[config.mk]
export PLATFORM = sky130hd
export DESIGN_NAME = mac40_unit
export DESIGN_NICKNAME = d
export VERILOG_FILES = /design/src/rtl/mac40_pkg.sv /design/src/rtl/mac40_sat.sv /design/src/rtl/mac40_mult.sv /design/src/rtl/mac40_alu.sv /design/src/rtl/mac40_unit.sv
export SDC_FILE = /design/constraint.sdc
export NUM_CORES = 2
export LEC_CHECK = 0
export BUFFER_PORTS_ARGS = -buffer_cell sky130_fd_sc_hd__buf_2
export CAP_MARGIN = 0
export CELL_PAD_IN_SITES_DETAIL_PLACEMENT = 1
export CELL_PAD_IN_SITES_GLOBAL_PLACEMENT = 2
export CORE_ASPECT_RATIO = 0.6
export CORE_MARGIN = 4
export CORE_UTILIZATION = 35
export DETAILED_ROUTE_END_ITERATION = 10
export GPL_TIMING_DRIVEN = 0
export PLACE_DENSITY = 0.9
export RECOVER_POWER = 50
export SYNTH_ARGS = -nofsm -noshare
export SYNTH_HDL_FRONTEND = slang
export SYNTH_SLANG_ARGS = --single-unit
[constraint.sdc]
create_clock -name clk -period 13.43 [get_ports clk]
set_input_delay 0.6715 -clock clk [delete_from_list [all_inputs] [get_ports clk]]
set_output_delay 0.6715 -clock clk [all_outputs]
set_load 0.02 [all_outputs]
[src/rtl/mac40_pkg.sv]
package mac40_pkg;

  typedef enum logic [3:0] {
    OP_MAC_SS  = 4'd0,
    OP_MAC_SU  = 4'd1,
    OP_MAC_UU  = 4'd2,
    OP_MSB_SS  = 4'd3,
    OP_MSB_SU  = 4'd4,
    OP_MSB_UU  = 4'd5,
    OP_MUL_SS  = 4'd6,
    OP_MUL_SU  = 4'd7,
    OP_MUL_UU  = 4'd8,
    OP_ADD_PR  = 4'd9,
    OP_SUB_PR  = 4'd10,
    OP_ADD_ACC = 4'd11,
    OP_NEG     = 4'd12,
    OP_ABS     = 4'd13,
    OP_SRA     = 4'd14,
    OP_SLL     = 4'd15
  } mac_op_e;

  // Operations whose final result passes through the 32-bit clamp.
  function automatic logic op_saturates(mac_op_e o);
    case (o)
      OP_MAC_SS, OP_MSB_SS, OP_MUL_SS, OP_ADD_PR, OP_SUB_PR,
      OP_ADD_ACC, OP_NEG, OP_ABS, OP_SLL: return 1'b1;
      default:                            return 1'b0;
    endcase
  endfunction

endpackage

[src/rtl/mac40_sat.sv]
module mac40_sat #(
  parameter int W         = 58,
  parameter int AW        = 40,
  parameter int SAT_W     = 32,
  parameter bit CLAMP_LOW = 1'b1
) (
  input  logic signed [W-1:0] val,
  input  logic                en,
  output logic [AW-1:0]       res
);
  localparam logic signed [W-1:0] MAXV = (W'(1) << (SAT_W-1)) - W'(1);
  localparam logic signed [W-1:0] MINV = ~MAXV;

  logic over, under;
  assign over = en && (val > MAXV);

  generate
    if (CLAMP_LOW) begin : g_low
      assign under = en && (val < MINV);
    end else begin : g_nolow
      assign under = 1'b0;
    end
  endgenerate

  always_comb begin
    if (over)       res = MAXV[AW-1:0];
    else if (under) res = MINV[AW-1:0];
    else            res = val[AW-1:0];
  end
endmodule

[src/rtl/mac40_mult.sv]
module mac40_mult #(
  parameter int DW = 16,
  parameter int AW = 40,
  parameter int SW = 58
) (
  input  logic [DW-1:0]        a,
  input  logic [DW-1:0]        b,
  input  logic                 a_sgn,
  input  logic                 b_sgn,
  input  logic                 frac,
  output logic signed [SW-1:0] prod
);
  localparam int PW = 2*DW + 2;

  logic signed [DW:0]    a_e, b_e;
  logic signed [PW-1:0]  raw;
  logic signed [SW-1:0]  raw_x, dbl, dbl_t;

  assign a_e   = {a_sgn & a[DW-1], a};
  assign b_e   = {b_sgn & b[DW-1], b};
  assign raw   = a_e * b_e;
  assign raw_x = {{(SW-PW){raw[PW-1]}}, raw};
  assign dbl   = raw_x <<< 1;
  // re-interpret the doubled product at accumulator width
  assign dbl_t = {{(SW-AW){dbl[AW-1]}}, dbl[AW-1:0]};
  assign prod  = frac ? dbl_t : raw_x;
endmodule

[src/rtl/mac40_alu.sv]
module mac40_alu
  import mac40_pkg::*;
#(
  parameter int DW    = 16,
  parameter int AW    = 40,
  parameter int SAT_W = 32
) (
  input  logic [3:0]    op,
  input  logic [AW-1:0] acc_d,
  input  logic [AW-1:0] acc_s,
  input  logic [DW-1:0] src_a,
  input  logic [DW-1:0] src_b,
  input  logic          frac,
  input  logic          sat,
  output logic [AW-1:0] nxt
);
  localparam int SW  = AW + DW + 2;
  localparam int SHW = $clog2(DW);

  mac_op_e opc;
  assign opc = mac_op_e'(op);

  logic a_sgn, b_sgn;
  assign a_sgn = opc inside {OP_MAC_SS, OP_MAC_SU, OP_MSB_SS, OP_MSB_SU, OP_MUL_SS, OP_MUL_SU};
  assign b_sgn = opc inside {OP_MAC_SS, OP_MSB_SS, OP_MUL_SS};

  logic signed [SW-1:0] d_x, s_x, pair_x, prod_x, prod_cx, wide;
  logic [AW-1:0]        prod_c;
  logic [SHW:0]         sh_amt;

  assign d_x    = {{(SW-AW){acc_d[AW-1]}}, acc_d};
  assign s_x    = {{(SW-AW){acc_s[AW-1]}}, acc_s};
  assign pair_x = {{(SW-2*DW){src_a[DW-1]}}, src_a, src_b};
  assign sh_amt = (src_b[SHW-1:0] == '0) ? (SHW+1)'(DW) : {1'b0, src_b[SHW-1:0]};

  mac40_mult #(.DW(DW), .AW(AW), .SW(SW)) u_mult (
    .a(src_a), .b(src_b), .a_sgn(a_sgn), .b_sgn(b_sgn), .frac(frac), .prod(prod_x)
  );

  // product pre-clamp: only the upper limit can be exceeded by a product
  mac40_sat #(.W(SW), .AW(AW), .SAT_W(SAT_W), .CLAMP_LOW(1'b0)) u_pre (
    .val(prod_x), .en(sat), .res(prod_c)
  );
  assign prod_cx = {{(SW-AW){prod_c[AW-1]}}, prod_c};

  always_comb begin
    case (opc)
      OP_MAC_SS:            wide = d_x + prod_cx;
      OP_MAC_SU, OP_MAC_UU: wide = d_x + prod_x;
      OP_MSB_SS:            wide = d_x - prod_cx;
      OP_MSB_SU, OP_MSB_UU: wide = d_x - prod_x;
      OP_MUL_SS, OP_MUL_SU,
      OP_MUL_UU:            wide = prod_x;
      OP_ADD_PR:            wide = d_x + pair_x;
      OP_SUB_PR:            wide = d_x - pair_x;
      OP_ADD_ACC:           wide = d_x + s_x;
      OP_NEG:               wide = -d_x;
      OP_ABS:               wide = d_x[SW-1] ? -d_x : d_x;
      OP_SRA:               wide = d_x >>> sh_amt;
      OP_SLL:               wide = d_x <<< sh_amt;
      default:              wide = d_x;
    endcase
  end

  mac40_sat #(.W(SW), .AW(AW), .SAT_W(SAT_W), .CLAMP_LOW(1'b1)) u_fin (
    .val(wide), .en(sat & op_saturates(opc)), .res(nxt)
  );
endmodule

[src/rtl/mac40_unit.sv]
module mac40_unit
  import mac40_pkg::*;
#(
  parameter int DW    = 16,
  parameter int AW    = 40,
  parameter int SAT_W = 32,
  parameter int NACC  = 2,
  localparam int SEL_W = (NACC > 1) ? $clog2(NACC) : 1
) (
  input  logic                 clk,
  input  logic                 rst,
  input  logic                 in_valid,
  input  logic [3:0]           op,
  input  logic [SEL_W-1:0]     dst_sel,
  input  logic [SEL_W-1:0]     src_sel,
  input  logic [DW-1:0]        src_a,
  input  logic [DW-1:0]        src_b,
  input  logic                 frac_mode,
  input  logic                 sat_mode,
  output logic [NACC*AW-1:0]   acc_out,
  output logic                 out_valid,
  output logic                 illegal
);
  logic [AW-1:0] acc_q [NACC];
  logic [AW-1:0] acc_d, acc_s, nxt;
  logic          bad_mode, do_write;

  assign acc_d    = acc_q[dst_sel];
  assign acc_s    = acc_q[src_sel];
  assign bad_mode = sat_mode & ~frac_mode;
  assign do_write = in_valid & ~bad_mode;

  mac40_alu #(.DW(DW), .AW(AW), .SAT_W(SAT_W)) u_alu (
    .op(op), .acc_d(acc_d), .acc_s(acc_s), .src_a(src_a), .src_b(src_b),
    .frac(frac_mode), .sat(sat_mode), .nxt(nxt)
  );

  generate
    for (genvar i = 0; i < NACC; i++) begin : g_acc
      logic [AW-1:0] q;
      always_ff @(posedge clk) begin
        if (rst)                                 q <= '0;
        else if (do_write && dst_sel == SEL_W'(i)) q <= nxt;
      end
      assign acc_q[i]            = q;
      assign acc_out[i*AW +: AW] = q;
    end
  endgenerate

  always_ff @(posedge clk) begin
    if (rst) begin
      out_valid <= 1'b0;
      illegal   <= 1'b0;
    end else begin
      out_valid <= in_valid;
      illegal   <= in_valid & bad_mode;
    end
  end
endmodule

---- Word-level counts from Yosys, hierarchy flattened ----
Memory sizes are Yosys's and may differ from the RTL's.
Index checks and enable logic that the tools add are counted.
cells by class
  equality and inequality tests ........... 15
  add/sub/neg operators ................... 8
  reductions and logical operators ........ 12
  multipliers ............................. 1
  shift-type cells ........................ 2
  bitwise logic cells ..................... 11
  mux-type cells .......................... 13
  $lt $le $gt $ge ......................... 5
operators by type and width
  kind                  count
  $pmux 58 s12          1
  $mux 40               9
  $add 40x40->41        2
  $gt 58x32->1 const B  1
  $lt 58x32->1 const B  1
  $mux 58               1
  $neg 40->58           1
  $sshl 40x5->58        1
  $sshr 40x5->58        1
  $add 40x32->41        1
  $add 40x35->41        1
  $sub 40x32->41        1
  $sub 40x35->41        1
  $sub 40x40->41        1
  $gt 35x32->1 const B  1
  $mul 17x17->34        1
  $mux 34               1
  $eq 4x4->1 const B    8
  $eq 4x3->1 const B    4
  $eq 4x2->1 const B    2
  $logic_not 4->1       2
  $and 1x1->1           6
  $reduce_bool 6->1     1
  $logic_and 1x1->1     5
  other kinds (8)       13
word-level totals
  memories ................................ 1
  memory bits (read-only) ................. 16
  input bits .............................. 43
  register bits after elaboration ......... 82
memory list
  memory           words  width  rd ports  clocked after memory_dff  wr ports  line             RTL
  (no name shown)  16     1      1         0                         0         mac40_pkg.sv:24  case (o)

---- Longest topological paths before layout ----
  depth after elaboration ................. 14
  depth in mapped cells ................... 53

---- Modules after synthesis ----
A second synthesis with hierarchy kept.
second synthesis, totals
  cell total of the unflattened synthesis .. 5815
  area, all modules ....................... 43292.8 um^2
modules (own cells, without submodules)
  module                    times used  seq. area each (um^2)  area an instance (um^2)  cells an instance
  mac40_alu                 1           0.0                    25756.0                  3868
  mac40_mult                1           0.0                    11387.2                  1254
  mac40_unit                1           1641.6                 4379.2                   448
  mac40_sat at u_alu.u_pre  1           0.0                    940.9                    131
  mac40_sat at u_alu.u_fin  1           0.0                    829.5                    114

---- Worst setup path after synthesis ----
Ideal clock, no wire load.
  path type ............................... input-to-reg
  start point ............................. in src_b[2]
  end point ............................... reg g_acc[0].q[3]
  path buffers ............................ 15
  path slack .............................. -0.019 ns
  data arrival time ....................... 13.312 ns
  stages .................................. 48
  required time ........................... 13.294 ns
  library setup time ...................... 0.136 ns
  cells stage by stage .................... buf_2 -> clkbuf_1 -> buf_2 -> buf_2 -> buf_1 -> clkbuf_1 -> buf_1 -> buf_1 -> buf_1 -> nand2_1 -> fa_1 -> fa_1 -> inv_1 -> fa_1 -> fa_1 -> fa_1 -> inv_1 -> fa_1 -> [... 12 more ...] -> clkbuf_1 -> nand2_1 -> ha_1 -> clkbuf_1 -> a211o_1 -> or2_2 -> a2111oi_0 -> a211o_1 -> a2bb2oi_1 -> a21oi_1 -> xor2_1 -> a2111oi_0 -> o211ai_1 -> nor4_4 -> nand4_2 -> o211ai_4 -> buf_6 -> o211ai_1
on the way
  cells in the longest elaborated chain, start to end .. 11
  elaborated cells between the ends (all ways) .. 22
  those cells by class .................... 6 x add/sub; 1 x mul; 3 x order compare; 2 x shift; 6 x mux; 4 x reduce/logical
RTL lines
  element                                           line                              RTL
  start, declared                                   mac40_unit.sv:17                  input logic [DW-1:0] src_b,
  $mul 17x17->34                                    mac40_mult.sv:21                  assign raw = a_e * b_e;
  $mux 34                                           mac40_mult.sv:26                  assign prod = frac ? dbl_t : raw_x;
  $gt 35x32->1                                      mac40_sat.sv:15                   assign over = en && (val > MAXV);
  $logic_and 1x1->1                                 mac40_sat.sv:15
  $mux 40                                           mac40_sat.sv:26                   if (over) res = MAXV[AW-1:0];
  $sub 40x40->41 or $add 40x40->41 (tied branches)  mac40_alu.sv:50, mac40_alu.sv:48
  $pmux 58 s12 (*)                                  mac40_alu.sv:47                   case (opc)
  $lt 58x32->1                                      mac40_sat.sv:19                   assign under = en && (val < MINV);
  $logic_and 1x1->1                                 mac40_sat.sv:19
  $mux 40                                           mac40_sat.sv:27                   else if (under) res = MINV[AW-1:0];
  $mux 40 (*)                                       mac40_sat.sv:26
  end signal, assigned                              mac40_unit.sv:43                  else if (do_write && dst_sel == SEL_W'(i)) q <= nxt;
  end, declared                                     mac40_unit.sv:40                  logic [AW-1:0] q;
Mark *: on every way between the ends. The rest lies on a longest branch, timed or not.
A chain may end at the register's enable or synchronous reset.

---- Worst setup path after layout ----
  start point ............................. in src_b[3]
  end point ............................... reg g_acc[1].q[27]
on the way
  cells in the longest elaborated chain, start to end .. 11
  elaborated cells between the ends (all ways) .. 22
  those cells by class .................... 6 x add/sub; 1 x mul; 3 x order compare; 2 x shift; 6 x mux; 4 x reduce/logical
RTL lines
  element                                           line
  $mul 17x17->34                                    mac40_mult.sv:21
  $mux 34                                           mac40_mult.sv:26
  $gt 35x32->1                                      mac40_sat.sv:15
  $logic_and 1x1->1                                 mac40_sat.sv:15
  $mux 40                                           mac40_sat.sv:26
  $sub 40x40->41 or $add 40x40->41 (tied branches)  mac40_alu.sv:50, mac40_alu.sv:48
  $pmux 58 s12 (*)                                  mac40_alu.sv:47
  $lt 58x32->1                                      mac40_sat.sv:19
  $logic_and 1x1->1                                 mac40_sat.sv:19
  $mux 40                                           mac40_sat.sv:27
  $mux 40 (*)                                       mac40_sat.sv:26
  end signal, assigned                              mac40_unit.sv:43
  end, declared                                     mac40_unit.sv:40
Marked as above.

==> results_dict.tcl <==
set metrics [dict create \
    syn_inst 5859 \
    wl_um 291000 \
    cts_max_level 3 \
    nets 6755 \
    hold-worst-slack_ps 545 \
    cts_hold_buf 0 \
    gp_congestion 1.11 \
    max_freq_mhz 74.8 \
    cpMostUsedCell "fa_1" \
    synthFlopType "dfxtp_1" \
    die_x_um 456 \
    violations "max-capacitance violations, max-slew violations" \
    area_growth_pct 10.8 \
    syn-num-nets 6597 \
    timing.setup.tns_ps 0 \
    die_h_um 277 \
    clk_pin_slew_ps 70 \
    wl_per_cell_um 38.1 \
    grt_pass1_wl_um 396000 \
    insertion_delay_ps 400 \
    seq_area_frac_synth_pct 3.90 \
    finalCritPeriodShare_pct 99.6 \
    period_needed_ps 13370 \
    skew_ps 17.7 \
    clk_path_buf_depth 2 \
    yosysTopAreaCell "fa_1" \
    clkSinkCount 82 \
    final_cell_area_mm2 0.0466 \
    ys_ff_latch 82 \
    syn_area_mm2 0.0421 \
    first_iter_violations 8066 \
    critical_path_required_ps 13660 \
    drc 0 \
    die-area_mm2 0.126 \
    drtPass1Iterations 6 \
    cp_max_fo 19 \
    startpoint_type "input port" \
    place_hpwl_um 250000 \
    tightest_slew_ps 1730 \
    yosysWarnings 0 \
    dp_cells 7599 \
    crit_path_max_incr_delay_ps 630 \
    setup_viol 0 \
    drive_above_1_share_pct 9.58 \
    yosys.area.top_type_share_pct 14.4 \
    finalHoldViolCount 0 \
    synthTopCellsByCount "619 x nor2_1, 598 x nand2_1, 552 x inv_1" \
    start_util_pct 35.3 \
    ioPinCount 125 \
    finalNonFillerCells 7640 \
    synth.most_common_cell "nor2_1" \
    viasPerCell 6.78 \
    status "complete, but fails checks" \
    synthArstFlopShare_pct 0 \
    core_area_mm2 0.119 \
    dr_total_vias 51800 \
    cap_violations 10 \
    synth_edf_count 0 \
    drv_slew 58 \
    numCtsBuffers 9 \
    grtUsageTotal_pct 43.9 \
    grt_max_degree 47 \
    slew_headroom_pct -18.6 \
    synth_cell_types 100 \
    cts_tree "yes" \
    holdCritPathClass "reg2reg" \
    critPathCaptureType "flip-flop" \
    critPathSlowestCell "fa_1" \
    first_global_vias 48400 \
    worstPathArrival_ps 13600 \
    place.port_buffers 122 \
    overflow 0 \
    ant_nets 0 \
    synthTopCellsByArea "fa_1 14%, ha_1 12%, nor2_1 5.5%" \
    antenna_found_initial 28 \
    crit_type "in2reg" \
    root_buffer "clkbuf_16" \
    place_area_mm2 0.0450 \
    avgSynthCellArea_um2 7.18 \
    rows 98 \
]
==> placed cells by master, fill, tap and decap left out, types with 46 or more instances in the layout <==
| cell type | instances |
|---|---|
| buf_2 | 59 |
| a211oi_1 | 81 |
| o21ai_0 | 349 |
| nor3_1 | 126 |
| clkbuf_1 | 277 |
| nand2_1 | 594 |
| a31oi_1 | 46 |
| nor2_1 | 608 |
| buf_4 | 63 |
| nor2b_1 | 65 |
| o21bai_1 | 56 |
| a21o_1 | 78 |
| a21oi_1 | 391 |
| nor4_1 | 48 |
| inv_1 | 546 |
| o22ai_1 | 73 |
| mux2_2 | 72 |
| mux2i_1 | 114 |
| nand3_1 | 90 |
| o211ai_1 | 137 |
| nand4_1 | 67 |
| nand2b_1 | 61 |
| fa_1 | 300 |
| xnor2_1 | 163 |
| ha_1 | 376 |
| dfxtp_1 | 82 |
==> flip-flops by register name, summed over array words and instances, names as in the netlist <==
name	cells
g_acc.q	80
out_valid	1
illegal	1
==> logic make-up (layout without fill, tap and decap cells) <==
kind of cell / after synthesis / after routing / share of synthesized area (%)
AND/OR/NAND/NOR: 1915 / 1915 / 21.0
AO/OA/AOI/OAI: 1763 / 1763 / 28.0
buffers and inverters: 947 / 1110 / 8.75
adder cells (fa/ha/maj): 696 / 696 / 26.1
multiplexers: 253 / 253 / 7.88
XOR/XNOR: 203 / 203 / 4.29
flip-flops: 82 / 82 / 3.90
other: 0 / 18 / 0
==> final cells by class <==
type / instances / area (um^2)
clock inverter: 7 / 71.3
inverter: 588 / 2240
timing repair buffer: 194 / 1190
sequential: 82 / 1640
fill: 15100 / 72600
clock buffer: 9 / 225
antenna: 18 / 45.0
tap: 1600 / 2000
buffer: 312 / 1480
multi-input combinational: 4830 / 37700
==> per-stage QoR <==
step / setup slack, ps / util [%]
6_report: 57.9 / 39.1
5_1_grt: -27.8 / 39.1
4_1_cts: 6.82 / 38.8
3_5_place_dp: -8420 / 37.7
3_3_place_gp: -8640 / 37.5
2_1_floorplan: 69.7 / -
==> final timing paths <==
kind | end | startpoint | slack (ps) | depth (start not counted)
max | g_acc[1].q[27] | src_b[3] | 60 | 46
min | g_acc[0].q[14] | g_acc[0].q[14] | 540 | 2
max reg2reg | g_acc[1].q[27] | g_acc[1].q[16] | 4400 | 17
min reg2reg | g_acc[0].q[14] | g_acc[0].q[14] | 540 | 2
==> worst max-delay path: cells and delay by family <==
family | cells | cell delay (ps)
AO/OA/AOI/OAI | 13 | 2760
AND/OR/NAND/NOR | 9 | 2380
buffers and inverters | 15 | 3190
adder cells (fa/ha/maj) | 9 | 4440
==> per-layer routing <==
layer,share of wire [%],global-route usage [%],up-vias
met5,0.091,0,-
met4,2.4,8.85,14
met3,16,21.4,386
met2,35,53.2,3663
li1,-,-,21400
met1,46,67.2,26400
==> repair_timing <==
action                                 in CTS  in global routing
setup buffers                              36                 17
resized for setup                         204                 97
setup endpoints to repair                  80                 80
cloned                                      0                  0
endpoints found under the hold margin       0                  0
pin swaps                                  22                 20
Power is not shown: default switching activity piles up to over one toggle a cycle in this logic, so the estimate is an artifact.
